[config.mk]
export PLATFORM = sky130hd
export DESIGN_NAME = jump_pc
export DESIGN_NICKNAME = d
export VERILOG_FILES = /design/src/rtl/jpc_pkg.sv /design/src/rtl/jpc_step_seq.sv /design/src/rtl/jpc_dest_decode.sv /design/src/rtl/jpc_page_reg.sv /design/src/rtl/jpc_addr_reg.sv /design/src/rtl/jump_pc.sv
export SDC_FILE = /design/constraint.sdc
export NUM_CORES = 1
export LEC_CHECK = 0
export ABC_CLOCK_PERIOD_IN_PS = 2550
export BUFFER_PORTS_ARGS = -buffer_cell sky130_fd_sc_hd__buf_2
export CORE_UTILIZATION = 45
export DETAILED_ROUTE_END_ITERATION = 10
export MAX_ROUTING_LAYER = met4
export PLACE_DENSITY_LB_ADDON = 0.3
export SYNTH_ARGS = -nofsm -noshare
export SYNTH_HDL_FRONTEND = slang
export SYNTH_SLANG_ARGS = --single-unit
[constraint.sdc]
create_clock -name clk -period 2.55 [get_ports clk]
set_input_delay 0.3825 -clock clk [delete_from_list [all_inputs] [get_ports clk]]
set_output_delay 0.3825 -clock clk [all_outputs]
set_load 0.01 [all_outputs]
[src/rtl/jpc_pkg.sv]
// Shared definitions for the staged-jump program counter.
// Assumes: nothing beyond the standard language.
package jpc_pkg;

    // Effect of a bus move on the program counter, as classified by the decoder
    typedef enum logic [1:0] {
        WK_NONE = 2'd0,   // move does not concern the counter
        WK_PAGE = 2'd1,   // move loads the held upper byte
        WK_OFFS = 2'd2    // move loads the lower byte and triggers the jump
    } wr_kind_e;

endpackage

[src/rtl/jpc_step_seq.sv]
// Step sequencer: counts the cycles of each fixed-length instruction and
// flags its last cycle.
// Assumes: STEPS >= 2; synchronous active-low reset puts the sequence at step 0.
module jpc_step_seq #(
    parameter int STEPS = 2
) (
    input  logic clk,
    input  logic rst_n,
    output logic last
);
    localparam int SW = (STEPS > 2) ? $clog2(STEPS) : 1;

    generate
        if (STEPS == 2) begin : g_toggle
            logic tog_q;

            // Two-step instructions: one flop alternates first and last cycle
            always_ff @(posedge clk) begin
                if (!rst_n) tog_q <= 1'b0;
                else        tog_q <= ~tog_q;
            end

            assign last = tog_q;
        end else begin : g_count
            logic [SW-1:0] step_q;

            // Longer instructions: a counter wraps after its last step
            always_ff @(posedge clk) begin
                if (!rst_n)                       step_q <= '0;
                else if (step_q == SW'(STEPS-1))  step_q <= '0;
                else                              step_q <= step_q + SW'(1);
            end

            assign last = (step_q == SW'(STEPS-1));
        end
    endgenerate


    last_single_chk: assert property (@(posedge clk) disable iff (!rst_n)
        last |=> !last);

endmodule

[src/rtl/jpc_dest_decode.sv]
// Destination decoder: sorts a bus move into page load, offset load or
// nothing. A move counts only in the last cycle of an instruction.
// Assumes: PAGE_DEST differs from OFFS_DEST.
module jpc_dest_decode
    import jpc_pkg::*;
#(
    parameter int              DATA_W    = 8,
    parameter logic [DATA_W-1:0] PAGE_DEST = 8'h02,
    parameter logic [DATA_W-1:0] OFFS_DEST = 8'h01
) (
    input  logic              wr_en,
    input  logic              last,
    input  logic [DATA_W-1:0] wr_dest,
    output wr_kind_e          kind
);
    // Classify the move; anything outside the write cycle is ignored
    always_comb begin
        kind = WK_NONE;
        if (wr_en && last) begin
            if (wr_dest == OFFS_DEST)      kind = WK_OFFS;
            else if (wr_dest == PAGE_DEST) kind = WK_PAGE;
        end
    end


    kind_gate_chk: assert final (!(kind != WK_NONE && !(wr_en && last)));

endmodule

[src/rtl/jpc_page_reg.sv]
// Page holding register: keeps the upper address byte for the next jump.
// Assumes: it is loaded only by a classified page move; it is never cleared
// by a jump.
module jpc_page_reg
    import jpc_pkg::*;
#(
    parameter int DATA_W = 8
) (
    input  logic              clk,
    input  logic              rst_n,
    input  wr_kind_e          kind,
    input  logic [DATA_W-1:0] wr_data,
    output logic [DATA_W-1:0] page
);
    // Capture the byte on a page move, otherwise keep the held value
    always_ff @(posedge clk) begin
        if (!rst_n)              page <= '0;
        else if (kind == WK_PAGE) page <= wr_data;
    end

endmodule

[src/rtl/jpc_addr_reg.sv]
// Address register: at the end of each instruction it either jumps to
// {page, offset} or steps to the next address.
// Assumes: 'advance' is high for exactly one cycle per instruction.
module jpc_addr_reg
    import jpc_pkg::*;
#(
    parameter int DATA_W = 8
) (
    input  logic                clk,
    input  logic                rst_n,
    input  logic                advance,
    input  wr_kind_e            kind,
    input  logic [DATA_W-1:0]   page,
    input  logic [DATA_W-1:0]   wr_data,
    output logic [2*DATA_W-1:0] addr
);
    localparam int ADDR_W = 2 * DATA_W;

    logic [ADDR_W-1:0] next_addr;

    // Choose the jump target over the increment when an offset move arrives
    always_comb begin
        if (kind == WK_OFFS) next_addr = {page, wr_data};
        else                 next_addr = addr + ADDR_W'(1);
    end

    // Update the address once per instruction, in its last cycle
    always_ff @(posedge clk) begin
        if (!rst_n)       addr <= '0;
        else if (advance) addr <= next_addr;
    end

endmodule

[src/rtl/jump_pc.sv]
// Staged-jump program counter: a 2*DATA_W-bit instruction address loaded in
// two byte-wide moves (page first, offset second), or else incremented at
// the end of each fixed-length instruction.
// Assumes: moves are presented in the last cycle of an instruction;
// synchronous active-low reset.
module jump_pc
    import jpc_pkg::*;
#(
    parameter int                DATA_W    = 8,
    parameter int                STEPS     = 2,
    parameter logic [DATA_W-1:0] PAGE_DEST = 8'h02,
    parameter logic [DATA_W-1:0] OFFS_DEST = 8'h01
) (
    input  logic                clk,
    input  logic                rst_n,
    input  logic                wr_en,
    input  logic [DATA_W-1:0]   wr_dest,
    input  logic [DATA_W-1:0]   wr_data,
    output logic [2*DATA_W-1:0] instr_addr,
    output logic                instr_last
);
    localparam int ADDR_W = 2 * DATA_W;

    logic              last;
    wr_kind_e          kind;
    logic [DATA_W-1:0] page_q;

    jpc_step_seq #(.STEPS(STEPS)) u_seq (
        .clk   (clk),
        .rst_n (rst_n),
        .last  (last)
    );

    jpc_dest_decode #(
        .DATA_W    (DATA_W),
        .PAGE_DEST (PAGE_DEST),
        .OFFS_DEST (OFFS_DEST)
    ) u_dec (
        .wr_en   (wr_en),
        .last    (last),
        .wr_dest (wr_dest),
        .kind    (kind)
    );

    jpc_page_reg #(.DATA_W(DATA_W)) u_page (
        .clk     (clk),
        .rst_n   (rst_n),
        .kind    (kind),
        .wr_data (wr_data),
        .page    (page_q)
    );

    jpc_addr_reg #(.DATA_W(DATA_W)) u_addr (
        .clk     (clk),
        .rst_n   (rst_n),
        .advance (last),
        .kind    (kind),
        .page    (page_q),
        .wr_data (wr_data),
        .addr    (instr_addr)
    );

    assign instr_last = last;


    addr_steady_chk: assert property (@(posedge clk) disable iff (!rst_n)
        !instr_last |=> $stable(instr_addr));


    addr_step_chk: assert property (@(posedge clk) disable iff (!rst_n)
        (instr_last && !(wr_en && wr_dest == OFFS_DEST))
        |=> instr_addr == $past(instr_addr) + ADDR_W'(1));


    addr_jump_chk: assert property (@(posedge clk) disable iff (!rst_n)
        (instr_last && wr_en && wr_dest == OFFS_DEST)
        |=> instr_addr == {$past(page_q), $past(wr_data)});


    page_load_chk: assert property (@(posedge clk) disable iff (!rst_n)
        (instr_last && wr_en && wr_dest == PAGE_DEST)
        |=> page_q == $past(wr_data));


    page_keep_chk: assert property (@(posedge clk) disable iff (!rst_n)
        !(instr_last && wr_en && wr_dest == PAGE_DEST) |=> $stable(page_q));

endmodule

==> impl_metrics.prom <==
# TYPE chip_impl_metric gauge
chip_impl_info{name="status",value="complete, but fails checks"} 1
chip_impl_info{name="violations_in_the_final_reports",value="design-rule violations"} 1
chip_impl_metric{name="fin_setup_tns",unit="ns"} 0
chip_impl_metric{name="power.combinational.fraction",unit="%"} 9.1
chip_impl_metric{name="grt_first_pass_wirelength",unit="µm"} 6130
chip_impl_metric{name="cpPeakStageDelay",unit="ns"} 0.56
chip_impl_metric{name="floorplan.core_area",unit="mm²"} 0.00283
chip_impl_metric{name="gp_routability_congestion",unit=""} 0.851
chip_impl_metric{name="drtAntennaViolNets",unit=""} 0
chip_impl_metric{name="crit_required",unit="ns"} 2.80
chip_impl_metric{name="timing.final.crit_share",unit="%"} 77.7
chip_impl_metric{name="clock_insertion_delay_worst_skew",unit="ns"} 0.32
chip_impl_metric{name="post_cts_hold_buffer_count",unit=""} 0
chip_impl_metric{name="grt_max_degree",unit=""} 27
chip_impl_metric{name="post-route-min-period",unit="ns"} 1.98
chip_impl_metric{name="numClockSinks",unit=""} 25
chip_impl_metric{name="critPathBufInv",unit=""} 0
chip_impl_metric{name="maxCapViolCount",unit=""} 0
chip_impl_metric{name="slew_headroom",unit="%"} 58.1
chip_impl_metric{name="setup_violations",unit=""} 0
chip_impl_info{name="post_synth_most_frequent_cells",value="sky130_fd_sc_hd__dfxtp_1 (25), sky130_fd_sc_hd__nor2_1 (16), sky130_fd_sc_hd__mux2i_1 (12), sky130_fd_sc_hd__nand2_1 (12)"} 1
chip_impl_metric{name="dp_worst_setup_slack",unit="ns"} 0.365
chip_impl_metric{name="num-nets-final",unit=""} 211
chip_impl_metric{name="cts.clk_slew.worst_paths",unit="ns"} 0.13
chip_impl_metric{name="first_global_vias",unit=""} 1317
chip_impl_metric{name="synth_enable_flop_cells",unit=""} 0
chip_impl_metric{name="clock-skew-final",unit="ns"} 0.00296
chip_impl_metric{name="r2r_setup_slk",unit="ns"} 0.57
chip_impl_metric{name="dieHeight",unit="µm"} 57.3
chip_impl_metric{name="num_io_pins",unit=""} 36
chip_impl_info{name="grt_setup_unrepaired",value="false"} 1
chip_impl_metric{name="antennaDiodeCount",unit=""} 0
chip_impl_metric{name="post_cts.resized_instances",unit=""} 0
chip_impl_metric{name="detailroute.via_count",unit=""} 1373
chip_impl_metric{name="synthesis.area",unit="mm²"} 0.00138
chip_impl_metric{name="clk_path_buf_depth",unit=""} 2
chip_impl_metric{name="io_buf_count",unit=""} 35
chip_impl_metric{name="multi_input_gate_area",unit="µm²"} 825
chip_impl_info{name="cp-end-kind",value="flip-flop"} 1
chip_impl_metric{name="drt-wirelength-per-cell",unit="µm"} 16.3
chip_impl_metric{name="gr-usage-met3",unit="%"} 5.44
chip_impl_metric{name="synthCells",unit=""} 157
chip_impl_metric{name="global_route.usage.met2",unit="%"} 38.7
chip_impl_info{name="worst_min_delay_path_startpoint",value="wr_data[0]"} 1
chip_impl_metric{name="rows",unit=""} 19
chip_impl_metric{name="grt_remaining_overflow",unit=""} 0
chip_impl_metric{name="syn_to_final_growth",unit="%"} 17.0
chip_impl_metric{name="clock_tree.htree_level_count",unit=""} 1
chip_impl_metric{name="antenna_violations_before_repair",unit=""} 0
chip_impl_metric{name="ys_warn_count",unit=""} 0
chip_impl_metric{name="via_per_inst",unit=""} 6.21
chip_impl_info{name="critical_path.reg2reg.startpoint",value="u_addr.addr[7]"} 1
chip_impl_metric{name="clock_power_share",unit="%"} 28.2
chip_impl_metric{name="fin_ws",unit="ns"} 0.569
chip_impl_metric{name="yosys_register_bits",unit=""} 25
chip_impl_metric{name="synthesis.area_per_instance",unit="µm²"} 8.77
chip_impl_metric{name="drive_above_1_share",unit="%"} 27.4
chip_impl_info{name="crit_path_cell_trace",value="nand4_4 > or4_4 > or4b_1 > a31oi_1"} 1
chip_impl_metric{name="fill_cells",unit=""} 254
chip_impl_metric{name="power_spent_charging_and_discharging_nets",unit="mW"} 0.156
chip_impl_metric{name="critical_path_arrival",unit="ns"} 2.24
chip_impl_metric{name="synth-seq-area-share",unit="%"} 36.4
chip_impl_info{name="hold-path-endpoint",value="u_page.page[0]"} 1
chip_impl_metric{name="overall_global_routing_usage",unit="%"} 24.7
chip_impl_metric{name="post_synthesis_async_set_or_reset_flop_share",unit="%"} 0
chip_impl_info{name="worstSetupStartpointType",value="flip-flop"} 1
chip_impl_metric{name="drt-total-wl",unit="µm"} 3590
chip_impl_metric{name="vdd.ir_drop.worst",unit="µV"} 354
chip_impl_info{name="timing.rr.end",value="u_addr.addr[15]"} 1
chip_impl_metric{name="fmax",unit="MHz"} 505
chip_impl_metric{name="seqCellArea",unit="µm²"} 500
chip_impl_info{name="clock_tree_from_tritoncts",value="yes"} 1
chip_impl_metric{name="power_frac_seq",unit="%"} 62.7
chip_impl_metric{name="final_design_area_no_fill",unit="mm²"} 0.00161
chip_impl_metric{name="placement.cell_area",unit="mm²"} 0.00158
chip_impl_metric{name="drc_violation_total_after_the_first_tritonroute_iteration",unit=""} 65
chip_impl_metric{name="yosysTopAreaCellShare",unit="%"} 36.4
chip_impl_info{name="hold_path_class",value="in2reg"} 1
chip_impl_info{name="synth_top_flop_cell",value="sky130_fd_sc_hd__dfxtp_1"} 1
chip_impl_metric{name="power.density",unit="mW/mm²"} 395
chip_impl_metric{name="max_slew.worst_pin.slew",unit="ns"} 0.625
chip_impl_info{name="synth_largest_area_cell",value="sky130_fd_sc_hd__dfxtp_1"} 1
chip_impl_metric{name="grt.met1_usage",unit="%"} 31.0
chip_impl_info{name="timing.critical_path.max_delay_family",value="simple AND/OR/NAND/NOR gates"} 1
chip_impl_info{name="crit_path_top_delay_cell",value="sky130_fd_sc_hd__or4_4"} 1
chip_impl_metric{name="power_switching_share",unit="%"} 24.5
chip_impl_metric{name="p_leak",unit="nW"} 0.706
chip_impl_metric{name="synthesis.nets",unit=""} 177
chip_impl_metric{name="final.hold.worst_slack",unit="ns"} 0.305
chip_impl_metric{name="yosysUniqueCellTypes",unit=""} 41
chip_impl_metric{name="drt_first_pass_iters",unit=""} 7
chip_impl_metric{name="worst_r2r_path_depth",unit=""} 4
chip_impl_metric{name="hpwlAfterDp",unit="µm"} 2600
chip_impl_metric{name="floorplan.die_area",unit="mm²"} 0.00328
chip_impl_metric{name="crit_fanout",unit=""} 8
chip_impl_metric{name="initial_core_util",unit="%"} 48.7
chip_impl_metric{name="timing.final.max_slew_violations",unit=""} 0
chip_impl_metric{name="drcViolationCount",unit=""} 4
chip_impl_metric{name="final_hold_viol_count",unit=""} 0
chip_impl_metric{name="worst_hold_path.num_cells",unit=""} 3
chip_impl_info{name="critPathKind",value="reg2reg"} 1
chip_impl_metric{name="power.internal",unit="mW"} 0.480
chip_impl_info{name="globalRoute.busiestLayer",value="met2"} 1
chip_impl_info{name="cts_root_buf",value="sky130_fd_sc_hd__clkbuf_4"} 1
chip_impl_metric{name="floorplan.die.width",unit="µm"} 57.3
chip_impl_metric{name="postCtsSetupBuffers",unit=""} 0
chip_impl_info{name="most_numerous_cell_in_the_yosys_netlist",value="sky130_fd_sc_hd__dfxtp_1"} 1
chip_impl_info{name="ys_top_cells_by_area",value="sky130_fd_sc_hd__dfxtp_1 (36%), sky130_fd_sc_hd__mux2i_1 (8.7%), sky130_fd_sc_hd__a32o_1 (5.1%)"} 1
chip_impl_metric{name="cts_buffers",unit=""} 3
power groups by stage:
stage / combinational, mW / sequential, mW / clock (mW)
2_1_floorplan: 0.0262 / 0.410 / 0
3_3_place_gp: 0.0553 / 0.407 / 0
3_5_place_dp: 0.0569 / 0.407 / 0
4_1_cts: 0.0572 / 0.399 / 0.187
5_1_grt: 0.0633 / 0.400 / 0.204
6_report: 0.0577 / 0.399 / 0.179
cell families (layout without fill, tap and decap cells):
logic type	count (synthesis)	after routing	synth area share, %
and+or+nand+nor	64	64	26.4
AOI/OAI and AO/OA	38	38	20.6
DFF	25	25	36.4
muxes	16	16	12.0
buffers and inverters	13	46	3.73
adders and majority gates	1	1	0.909
layout make-up:
| type | instances | share of cell area (%) |
|---|---|---|
| well taps | 31 | 2.41 |
| flip-flops and latches | 25 | 31.1 |
| multi-input cells | 119 | 51.2 |
| clock buffers | 4 | 1.63 |
| inverters | 2 | 0.466 |
| repair buffers | 40 | 13.2 |
cells in the final DEF (no fill, tap or decap), types with 2 or more instances in the layout:
master | synthesis | final
sky130_fd_sc_hd__o22ai_1 | 2 | 2
sky130_fd_sc_hd__a31oi_1 | 6 | 6
sky130_fd_sc_hd__o21ai_1 | 8 | 8
sky130_fd_sc_hd__nand3_1 | 5 | 5
sky130_fd_sc_hd__o21ai_0 | 2 | 2
sky130_fd_sc_hd__clkbuf_4 | 0 | 3
sky130_fd_sc_hd__mux2i_1 | 12 | 12
sky130_fd_sc_hd__dfxtp_1 | 25 | 25
sky130_fd_sc_hd__o41ai_1 | 4 | 4
sky130_fd_sc_hd__nor2b_1 | 4 | 4
sky130_fd_sc_hd__a32o_1 | 7 | 7
sky130_fd_sc_hd__a21boi_0 | 2 | 2
sky130_fd_sc_hd__nand4_1 | 6 | 6
sky130_fd_sc_hd__nand2b_1 | 2 | 2
sky130_fd_sc_hd__buf_2 | 2 | 35
sky130_fd_sc_hd__nand2_1 | 12 | 12
sky130_fd_sc_hd__nor4_1 | 5 | 5
sky130_fd_sc_hd__mux2_2 | 3 | 3
sky130_fd_sc_hd__nor2_1 | 16 | 16
sky130_fd_sc_hd__inv_1 | 2 | 2
sky130_fd_sc_hd__nand3b_1 | 2 | 2
sky130_fd_sc_hd__nor3_1 | 3 | 3
sky130_fd_sc_hd__buf_4 | 0 | 5
state kept, by name, summed over array words and instances, names as in the netlist:
register / flops
u_addr.addr: 16
u_page.page: 8
u_seq.last: 1
through the flow:
stage / power (mW) / util (%) / instances
after global routing: 0.667 / 56.9 / 221
after detailed placement: 0.464 / 56.0 / 217
after global placement: 0.462 / 56.0 / 217
after floorplan: 0.436 / - / 157
final: 0.636 / 56.9 / 221
after CTS: 0.643 / 56.9 / 221
tightest hold or removal path: stages:
cell,delay (ns)
sky130_fd_sc_hd__buf_2,0.09
sky130_fd_sc_hd__mux2i_1,0.06
sky130_fd_sc_hd__nor2_1,0.07
layer usage:
| metal | up-vias | share of wire [%] |
|---|---|---|
| met5 | - | 0 |
| met2 | 54 | 49 |
| met3 | 4 | 5.5 |
| met4 | 0 | 1.2 |
| met1 | 637 | 44 |
| li1 | 678 | - |
how the worst max path moves through the flow:
stage | cells after the start | end | slack, ns | startpoint
2_1_floorplan | 6 | u_addr.addr[11] | 0.67 | wr_dest[7]
3_3_place_gp | 6 | u_addr.addr[13] | 0.46 | wr_dest[7]
3_5_place_dp | 6 | u_addr.addr[6] | 0.37 | wr_dest[7]
4_1_cts | 4 | u_addr.addr[15] | 0.57 | u_addr.addr[7]
5_1_grt | 4 | u_addr.addr[15] | 0.49 | u_addr.addr[7]
6_report | 4 | u_addr.addr[15] | 0.57 | u_addr.addr[7]
Note: power is estimated with default switching activity, not from simulation.
